### src/rtl/seg_fetch_pkg.sv
package seg_fetch_pkg;

  typedef enum logic [2:0] {
    ST_ADDR = 3'd0,
    ST_BUS  = 3'd1,
    ST_ADV  = 3'd2,
    ST_EXEC = 3'd3,
    ST_STOP = 3'd4
  } seq_state_t;

  typedef enum logic [1:0] {
    K_LOAD_W  = 2'd0,
    K_LOAD_LO = 2'd1,
    K_LOAD_HI = 2'd2,
    K_STOP    = 2'd3
  } op_kind_t;

  localparam logic [7:0] OPC_LOAD_W  = 8'hB8;
  localparam logic [7:0] OPC_LOAD_LO = 8'hB0;
  localparam logic [7:0] OPC_LOAD_HI = 8'hB4;
  localparam logic [7:0] OPC_STOP    = 8'hF4;

endpackage

### src/rtl/seg_rst_sync.sv
module seg_rst_sync #(
  parameter int STAGES = 2
) (
  input  logic clk,
  input  logic rst_n,
  output logic rst_n_sync
);
  logic [STAGES-1:0] chain_q;

  always_ff @(posedge clk or negedge rst_n) begin
    if (!rst_n) chain_q <= '0;
    else        chain_q <= {chain_q[STAGES-2:0], 1'b1};
  end

  assign rst_n_sync = chain_q[STAGES-1];
endmodule

### src/rtl/seg_addr_gen.sv
module seg_addr_gen #(
  parameter int SEG_W  = 16,
  parameter int PHYS_W = 20
) (
  input  logic [SEG_W-1:0]  seg,
  input  logic [SEG_W-1:0]  off,
  output logic [PHYS_W-1:0] phys
);
  localparam int SHIFT = PHYS_W - SEG_W;

  logic [PHYS_W-1:0] seg_ext;
  logic [PHYS_W-1:0] off_ext;

  assign seg_ext = PHYS_W'({seg, {SHIFT{1'b0}}});
  assign off_ext = PHYS_W'(off);
  assign phys    = seg_ext + off_ext;
endmodule

### src/rtl/seg_op_decode.sv
module seg_op_decode
  import seg_fetch_pkg::*;
(
  input  logic [7:0] opcode,
  output logic       legal,
  output logic [1:0] len,
  output op_kind_t   kind
);
  always_comb begin
    legal = 1'b1;
    len   = 2'd1;
    kind  = K_STOP;
    case (opcode)
      OPC_LOAD_W:  begin len = 2'd3; kind = K_LOAD_W;  end
      OPC_LOAD_LO: begin len = 2'd2; kind = K_LOAD_LO; end
      OPC_LOAD_HI: begin len = 2'd2; kind = K_LOAD_HI; end
      OPC_STOP:    begin len = 2'd1; kind = K_STOP;    end
      default:     begin legal = 1'b0; end
    endcase
  end
endmodule

### src/rtl/seg_acc_file.sv
module seg_acc_file #(
  parameter int              W     = 16,
  parameter logic [W-1:0]    RST_V = '0
) (
  input  logic                 clk,
  input  logic                 rst_n,
  input  logic [W/8-1:0]       lane_we,
  input  logic [W-1:0]         wdata,
  output logic [W-1:0]         q
);
  localparam int LANES = W / 8;

  for (genvar g = 0; g < LANES; g++) begin : g_lane
    always_ff @(posedge clk or negedge rst_n) begin
      if (!rst_n)          q[8*g +: 8] <= RST_V[8*g +: 8];
      else if (lane_we[g]) q[8*g +: 8] <= wdata[8*g +: 8];
    end
  end
endmodule

### src/rtl/seg_fetch_core.sv
module seg_fetch_core
  import seg_fetch_pkg::*;
#(
  parameter int                DATA_W  = 16,
  parameter int                PHYS_W  = 20,
  parameter logic [DATA_W-1:0] RST_CS  = 16'h2000,
  parameter logic [DATA_W-1:0] RST_IP  = 16'h0000,
  parameter logic [DATA_W-1:0] RST_AX  = 16'h0000
) (
  input  logic              clk,
  input  logic              rst_n,
  output logic [PHYS_W-1:0] mem_addr,
  output logic              mem_rd,
  input  logic [7:0]        mem_rdata,
  input  logic              mem_ready,
  output logic              halted,
  output logic              illegal,
  output logic [DATA_W-1:0] dbg_cs,
  output logic [DATA_W-1:0] dbg_ip,
  output logic [DATA_W-1:0] dbg_ax
);
  localparam int BUF_BYTES = 3;
  localparam int IDX_W     = 2;
  localparam int LANES     = DATA_W / 8;

  logic rst_core_n;

  seg_rst_sync #(.STAGES(2)) u_rst_sync (
    .clk(clk), .rst_n(rst_n), .rst_n_sync(rst_core_n)
  );

  seq_state_t        state_q, state_d;
  logic [DATA_W-1:0] cs_q;
  logic [DATA_W-1:0] ip_q, ip_d;
  logic [IDX_W-1:0]  idx_q, idx_d;
  logic [PHYS_W-1:0] addr_q, addr_d;
  logic [7:0]        ibuf_q [1:BUF_BYTES-1];
  logic [7:0]        ibuf_d [1:BUF_BYTES-1];
  logic [1:0]        len_q, len_d;
  op_kind_t          kind_q, kind_d;
  logic              halted_q, halted_d;
  logic              illegal_q, illegal_d;

  logic [PHYS_W-1:0] phys_w;
  logic              dec_legal;
  logic [1:0]        dec_len;
  op_kind_t          dec_kind;
  logic [LANES-1:0]  ax_we;
  logic [DATA_W-1:0] ax_wdata;
  logic [DATA_W-1:0] ax_w;

  seg_addr_gen #(.SEG_W(DATA_W), .PHYS_W(PHYS_W)) u_addr_gen (
    .seg(cs_q), .off(ip_q + DATA_W'(idx_q)), .phys(phys_w)
  );

  seg_op_decode u_decode (
    .opcode(mem_rdata), .legal(dec_legal), .len(dec_len), .kind(dec_kind)
  );

  seg_acc_file #(.W(DATA_W), .RST_V(RST_AX)) u_acc (
    .clk(clk), .rst_n(rst_core_n), .lane_we(ax_we), .wdata(ax_wdata), .q(ax_w)
  );

  // Next-state logic
  always_comb begin
    state_d   = state_q;
    ip_d      = ip_q;
    idx_d     = idx_q;
    addr_d    = addr_q;
    ibuf_d    = ibuf_q;
    len_d     = len_q;
    kind_d    = kind_q;
    halted_d  = halted_q;
    illegal_d = illegal_q;
    ax_we     = '0;
    ax_wdata  = '0;
    case (state_q)
      ST_ADDR: begin
        addr_d  = phys_w;
        state_d = ST_BUS;
      end
      ST_BUS: begin
        if (mem_ready) begin
          if (idx_q == '0) begin
            if (!dec_legal) begin
              halted_d  = 1'b1;
              illegal_d = 1'b1;
              state_d   = ST_STOP;
            end else begin
              len_d  = dec_len;
              kind_d = dec_kind;
              if (dec_len == 2'd1) begin
                state_d = ST_ADV;
              end else begin
                idx_d   = IDX_W'(1);
                state_d = ST_ADDR;
              end
            end
          end else begin
            ibuf_d[idx_q] = mem_rdata;
            if (idx_q + IDX_W'(1) == len_q) begin
              idx_d   = '0;
              state_d = ST_ADV;
            end else begin
              idx_d   = idx_q + IDX_W'(1);
              state_d = ST_ADDR;
            end
          end
        end
      end
      ST_ADV: begin
        ip_d    = ip_q + DATA_W'(len_q);
        state_d = ST_EXEC;
      end
      ST_EXEC: begin
        state_d = ST_ADDR;
        case (kind_q)
          K_LOAD_W: begin
            ax_we    = '1;
            ax_wdata = {ibuf_q[2], ibuf_q[1]};
          end
          K_LOAD_LO: begin
            ax_we    = LANES'(1);
            ax_wdata = DATA_W'(ibuf_q[1]);
          end
          K_LOAD_HI: begin
            ax_we    = LANES'(2);
            ax_wdata = {ibuf_q[1], 8'h00};
          end
          default: begin
            halted_d = 1'b1;
            state_d  = ST_STOP;
          end
        endcase
      end
      default: state_d = ST_STOP;
    endcase
  end

  // Registers
  always_ff @(posedge clk or negedge rst_core_n) begin
    if (!rst_core_n) begin
      state_q   <= ST_ADDR;
      cs_q      <= RST_CS;
      ip_q      <= RST_IP;
      idx_q     <= '0;
      addr_q    <= '0;
      len_q     <= 2'd1;
      kind_q    <= K_STOP;
      halted_q  <= 1'b0;
      illegal_q <= 1'b0;
      for (int i = 1; i < BUF_BYTES; i++) ibuf_q[i] <= '0;
    end else begin
      state_q   <= state_d;
      cs_q      <= cs_q;
      ip_q      <= ip_d;
      idx_q     <= idx_d;
      addr_q    <= addr_d;
      len_q     <= len_d;
      kind_q    <= kind_d;
      halted_q  <= halted_d;
      illegal_q <= illegal_d;
      ibuf_q    <= ibuf_d;
    end
  end

  assign mem_rd   = (state_q == ST_BUS);
  assign mem_addr = addr_q;
  assign halted   = halted_q;
  assign illegal  = illegal_q;
  assign dbg_cs   = cs_q;
  assign dbg_ip   = ip_q;
  assign dbg_ax   = ax_w;
endmodule

### config.mk
export PLATFORM = sky130hd
export DESIGN_NAME = seg_fetch_core
export DESIGN_NICKNAME = d
export VERILOG_FILES = /design/src/rtl/seg_fetch_pkg.sv /design/src/rtl/seg_rst_sync.sv /design/src/rtl/seg_addr_gen.sv /design/src/rtl/seg_op_decode.sv /design/src/rtl/seg_acc_file.sv /design/src/rtl/seg_fetch_core.sv
export SDC_FILE = /design/constraint.sdc
export NUM_CORES = 1
export LEC_CHECK = 0
export CAP_MARGIN = 15
export CORE_MARGIN = 2
export CORE_UTILIZATION = 41
export DETAILED_ROUTE_END_ITERATION = 10
export PLACE_DENSITY = 0.78
export SLEW_MARGIN = 10
export SYNTH_ARGS = -nofsm -noshare
export SYNTH_HDL_FRONTEND = slang
export SYNTH_SLANG_ARGS = --single-unit
### constraint.sdc
create_clock -name clk -period 3.07 [get_ports clk]
set_clock_uncertainty 0.15 [all_clocks]
set_input_delay 0.614 -clock clk [delete_from_list [all_inputs] [get_ports clk]]
set_output_delay 0.614 -clock clk [all_outputs]
set_load 0.01 [all_outputs]
# Word level (Yosys, flattened, before mapping)
# Cells that the tools add are included.
# word_totals
reg_bits	81
latchBits	0
ramBits	0
romBits	0
inputBits	11
output_inout_bits	71
elab_cells	78
memories	0
# classes
add_sub_neg	4
mul	0
div	0
order_cmp	2
n_eq_ne	17
shifts	0
muxes	26
bitwise_logic	3
reduce_logical	13
# op_table
op	n
case mux 16 bit (3 select lines)	1
adder 16 x 2 -> 16 bit	2
equality test 8 bit, second input constant	4
adder 18 x 16 -> 19 bit, first input constant	1
bitwise mux 16 bit	1
demux 8 bit (select 2 bit)	1
two-way mux 16 bit	1
two-way mux 2 bit	7
two-way mux 3 bit	4
case mux 2 bit (3 select lines)	2
case mux 3 bit (4 select lines)	1
AND reduction 4 bit	3
two-way mux 8 bit	1
!= test 2 bit, second input constant	4
equality test 3 x 2 -> 1 bit, second input constant	2
two-way mux 1 bit	5
AND reduction 5 bit	1
equality test 2 x 1 -> 1 bit, second input constant	2
logical NOT 2 bit	2
!= test 2 x 1 -> 1 bit, second input constant	2
case mux 2 bit (2 select lines)	1
OR reduction 4 bit	1
equality test 3 x 1 -> 1 bit, second input constant	1
greater-or-equal comparator 3 bit, second input constant	1
other kinds (13)	14

# Logic depth before layout (Yosys ltp)
# logic_depth
depth_word	9
ltp_mapped	6
depth_no_buf	6

# Cells and area by module
# A second synthesis with hierarchy kept.
# hier_totals
cells_unflattened	435
hier_area_um2	4854.7
# by_module_without_submodules
mod	instances	cells_per_inst	area_per_inst_um2	seq_area_each_um2
seg_fetch_core	1	289	3334.4	1580.3
seg_addr_gen	1	98	721.9	0.0
seg_acc_file	1	34	663.1	400.4
seg_op_decode	1	11	81.3	0.0
seg_rst_sync	1	3	53.8	50.0

# Worst setup path before layout
# No wires, ideal clock.
# synth_path
path_kind	register -> register
from	register len_q[0]
to	register ip_q[12], in the netlist dbg_ip[12]
setup_ps	128
arrival_time_ps	1891
required_time_ps	2792
slack_ps	901
stages_incl_launch_ff	7
n_path_buf	0
period_less_slack_ps	2169
path_cell_list	dfstp_2 -> ha_1 -> inv_1 -> fa_1 -> nor3b_4 -> or3b_1 -> xnor2_1
# synth_via
elab_chain_cells	1
# synth_rtl
element	line	source
from (decl)	seg_fetch_core.sv:39	logic [1:0] len_q, len_d;
from (signal assigned)	seg_fetch_core.sv:159	len_q <= len_d;
adder 16 x 2 -> 16 bit	seg_fetch_core.sv:112	ip_d = ip_q + DATA_W'(len_q);
to (signal assigned)	seg_fetch_core.sv:156	ip_q <= ip_d;
to (decl)	seg_fetch_core.sv:34	logic [DATA_W-1:0] ip_q, ip_d;
# Every way passes these cells.
# A chain may end at the register's enable or synchronous reset.

# Final worst setup path
# layout_path
from	register state_q[0]
to	output mem_rd
# layout_via
elab_chain_cells	1
# layout_rtl
element	line	source
from (decl)	seg_fetch_core.sv:32	seq_state_t state_q, state_d;
from (signal assigned)	seg_fetch_core.sv:154	state_q <= state_d;
equality test 3 x 1 -> 1 bit	seg_fetch_core.sv:167	assign mem_rd = (state_q == ST_BUS);
to (decl)	seg_fetch_core.sv:13	output logic mem_rd,
# Every way passes these cells.

==> impl_metrics.env <==
export IMPL_status="finished, final reports clean"
export IMPL_synth_top_flop_cell="dfrtp_1"
export IMPL_hold_viol_final=0
export IMPL_grt_setup_unrepaired="false"
export IMPL_die_area_um2=10160
export IMPL_crit_fanout=8
export IMPL_drc=0
export IMPL_met3_wirelength_um=595
export IMPL_critPathArrivalTime_ns=1.76
export IMPL_nets=439
export IMPL_yosys_area_share_simple=0.1626
export IMPL_p_int_mw=1.878
export IMPL_post_route_cell_area_um2=4661
export IMPL_startpoint_type="flop"
export IMPL_layout_commonest_cell="dfrtp_1"
export IMPL_antenna_found_initial=0
export IMPL_first_global_vias=2745
export IMPL_cts_hold_buffers=0
export IMPL_dp_cells=519
export IMPL_synth_xor_area_frac=0.05930
export IMPL_ys_warn_count=0
export IMPL_clk_latency_ns=0.35
export IMPL_setup_violations=0
export IMPL_end_kind="primary output"
export IMPL_cts_buffers=9
export IMPL_path_clk_slew_ns=0.08
export IMPL_required_ns=2.31
export IMPL_grt_pass1_wl_mm=13.25
export IMPL_max_freq_mhz=396.9
export IMPL_initial_core_util=0.4195
export IMPL_leakagePower_nw=2.025
export IMPL_hold_path_class="reg -> async"
export IMPL_cts_sinks=78
export IMPL_crit_family="buffers and inverters"
export IMPL_drive_above_1_share=0.1274
export IMPL_min_period_ns=2.519
export IMPL_syn_to_final_growth_pct=21.38
export IMPL_finalWeightedCongestion=0.9335
export IMPL_core_area_um2=9153
export IMPL_syn_area_per_cell_um2=10.82
export IMPL_tritoncts="built"
export IMPL_dp_worst_setup_slack_ns=0.5895
export IMPL_drtIter0Drc=94
export IMPL_swShare=0.3170
export IMPL_cp_slowest_cell="clkdlybuf4s50_1"
export IMPL_synth_distinct_cells=55
export IMPL_dp_hpwl_mm=5.840
export IMPL_rows=35
export IMPL_critPathBufInv=2
export IMPL_die_y_um=100.8
export IMPL_ys_seq_area_frac=0.5093
export IMPL_p_sw_uw=871.6
export IMPL_synthAdderAreaFrac=0.03324
export IMPL_vias=2747
export IMPL_wl_met2_mm=3.805
export IMPL_tns_ns=0
export IMPL_first_pass_iters=5
export IMPL_syn_inst=355
export IMPL_clock_power_share=0.251
export IMPL_mostFrequentLayoutCells="dfrtp_1 (74), clkdlybuf4s50_1 (62), nand2_1 (35)"
export IMPL_vias_per_cell=5.135
export IMPL_p_per_area_nw_per_um2=589.9
export IMPL_port_buffers=62
export IMPL_crit_path_cell_trace="inv_1 > nor3_1 > clkdlybuf4s50_1"
export IMPL_slowest_delay_ns=0.57
export IMPL_whs_ns=0.07676
export IMPL_worstSetupPathType="reg -> out"
export IMPL_track_usage=0.1654
export IMPL_async_reset_ff_frac=1.000
export IMPL_top_layer="met4"
export IMPL_slew_headroom=0.6629
export IMPL_drt_total_wl_mm=7.924
export IMPL_place_area_um2=4484
export IMPL_dieWidth_um=100.8
export IMPL_cap_violations=0
export IMPL_synth_area_mux_share=0.09384
export IMPL_pwr_share_comb=0.256
export IMPL_synth_top_family_by_area="simple AND/OR/NAND/NOR gates"
export IMPL_synth_edf_count=0
export IMPL_worst_pin_slew_ns=0.5052
export IMPL_instances_no_fill=535
export IMPL_fin_crit_sh=0.8207
export IMPL_vdd_drop_max_mv=0.4349
export IMPL_power_frac_seq=0.493
export IMPL_n_antenna_cell=0
export IMPL_postCtsResizedCells=0
export IMPL_postCtsSetupBuffers=0
export IMPL_grt_overflow=0
export IMPL_synth_seq_cells=78
export IMPL_setup_ws_ns=0.5506
export IMPL_maxSlewViolCount=0
export IMPL_grt_max_degree=33
export IMPL_clockBufferDepth=2
export IMPL_htreeDepth=3
export IMPL_drt_met1_wl_mm=3.435
export IMPL_wl_per_cell_um=14.81
export IMPL_fill_cells=829
export IMPL_synth_compound_area_share=0.07234
export IMPL_cts_root_buf="clkbuf_8"
export IMPL_ant_nets=0
export IMPL_syn_cell_area_um2=3840
export IMPL_pin_count=82
[final timing paths]
path / from / endpoint / slack [ns] / cells after the start
setup / recovery: state_q[0] / mem_rd / 0.55 / 3
hold / removal: u_rst_sync.chain_q[1] / mem_addr[8] / 0.08 / 0
setup reg to reg: len_q[0] / dbg_ip[12] / 0.72 / 6
hold reg to reg: u_rst_sync.chain_q[1] / mem_addr[8] / 0.08 / 0
max in group asynchronous: u_rst_sync.chain_q[1] / ibuf_q[0] / 1.91 / 1
min in group clk: u_rst_sync.chain_q[0] / u_rst_sync.chain_q[1] / 0.21 / 0
[routing by layer]
layer	vias up	global-route usage
met3	12	0.05340
li1	1317	-
met5	-	0
met4	0	0.06322
met1	1301	0.2119
met2	117	0.2610
[logic make-up (layout without fill, tap and decap cells)]
kind of cell	count (synthesis)	in the layout
xor gates and xnor gates	26	26
DFF	78	78
and+or+nand+nor	120	120
adders and majority gates	9	9
buffers and inverters	43	94
other	2	20
AOI/OAI and AO/OA	44	44
muxes	33	33
[through the flow]
| step | utilization | total power, mW |
|---|---|---|
| 2_1_floorplan | - | 1.806 |
| 3_3_place_gp | 0.4900 | 2.057 |
| 3_5_place_dp | 0.4900 | 2.089 |
| 4_1_cts | 0.5092 | 2.786 |
| 5_1_grt | 0.5092 | 2.927 |
| 6_report | 0.5092 | 2.750 |
[registers in the layout, summed over array words and instances, names as in the netlist]
signal	count
ibuf_q	16
kind_q	2
len_q	2
mem_addr	17
u_acc.q	16
idx_q	2
u_rst_sync.chain_q	2
dbg_ip	16
state_q	3
halted	1
illegal	1
[layout make-up]
cell class / count / area [µm²] / share of cell area
Timing Repair Buffer: 66 / 650.6 / 0.1396
Tap cell: 111 / 138.9 / 0.02980
Inverter: 12 / 45.04 / 0.009664
Clock inverter: 5 / 35.03 / 0.007517
Clock buffer: 11 / 141.4 / 0.03034
Sequential cell: 78 / 1957 / 0.4199
Multi-Input combinational cell: 252 / 1693 / 0.3632
[Yosys cell counts (2+ instances only)]
master    number  area [µm²]
and3_1         2       12.51
buf_6          3       33.78
nor4_1         3       18.77
fa_1           2       40.04
nand2b_1       2       12.51
buf_2          3       15.01
clkbuf_1       5       18.77
a22oi_1        2       15.01
mux2_2        24       270.3
or2_2          2       12.51
buf_4         19       142.6
xnor2_1       17       148.9
o21ai_0       12       60.06
dfrtp_1       75        1877
o22a_1         2       17.52
nand4_1       11       68.82
conb_1         2       7.510
nor3_1         6       30.03
a21oi_1       11       55.05
nand3_1       12       60.06
ha_1           7       87.58
and4_1         2       17.52
nor3b_4        2       37.54
dfstp_2        3       78.83
nor2_1        29       108.9
nand2_1       35       131.4
mux2i_1        9       90.09
a21o_1         4       30.03
a31oi_1        4       25.02
xor2_1         9       78.83
inv_1         12       45.04
[power groups by stage]
stage	sequential, mW	clock, mW	combinational, mW
floorplan	1.38	0	0.427
global placement	1.37	0	0.690
detailed placement	1.38	0	0.712
CTS	1.36	0.713	0.715
global route	1.38	0.760	0.785
finish	1.36	0.690	0.705
No activity file was read; power rests on OpenSTA's default activity.
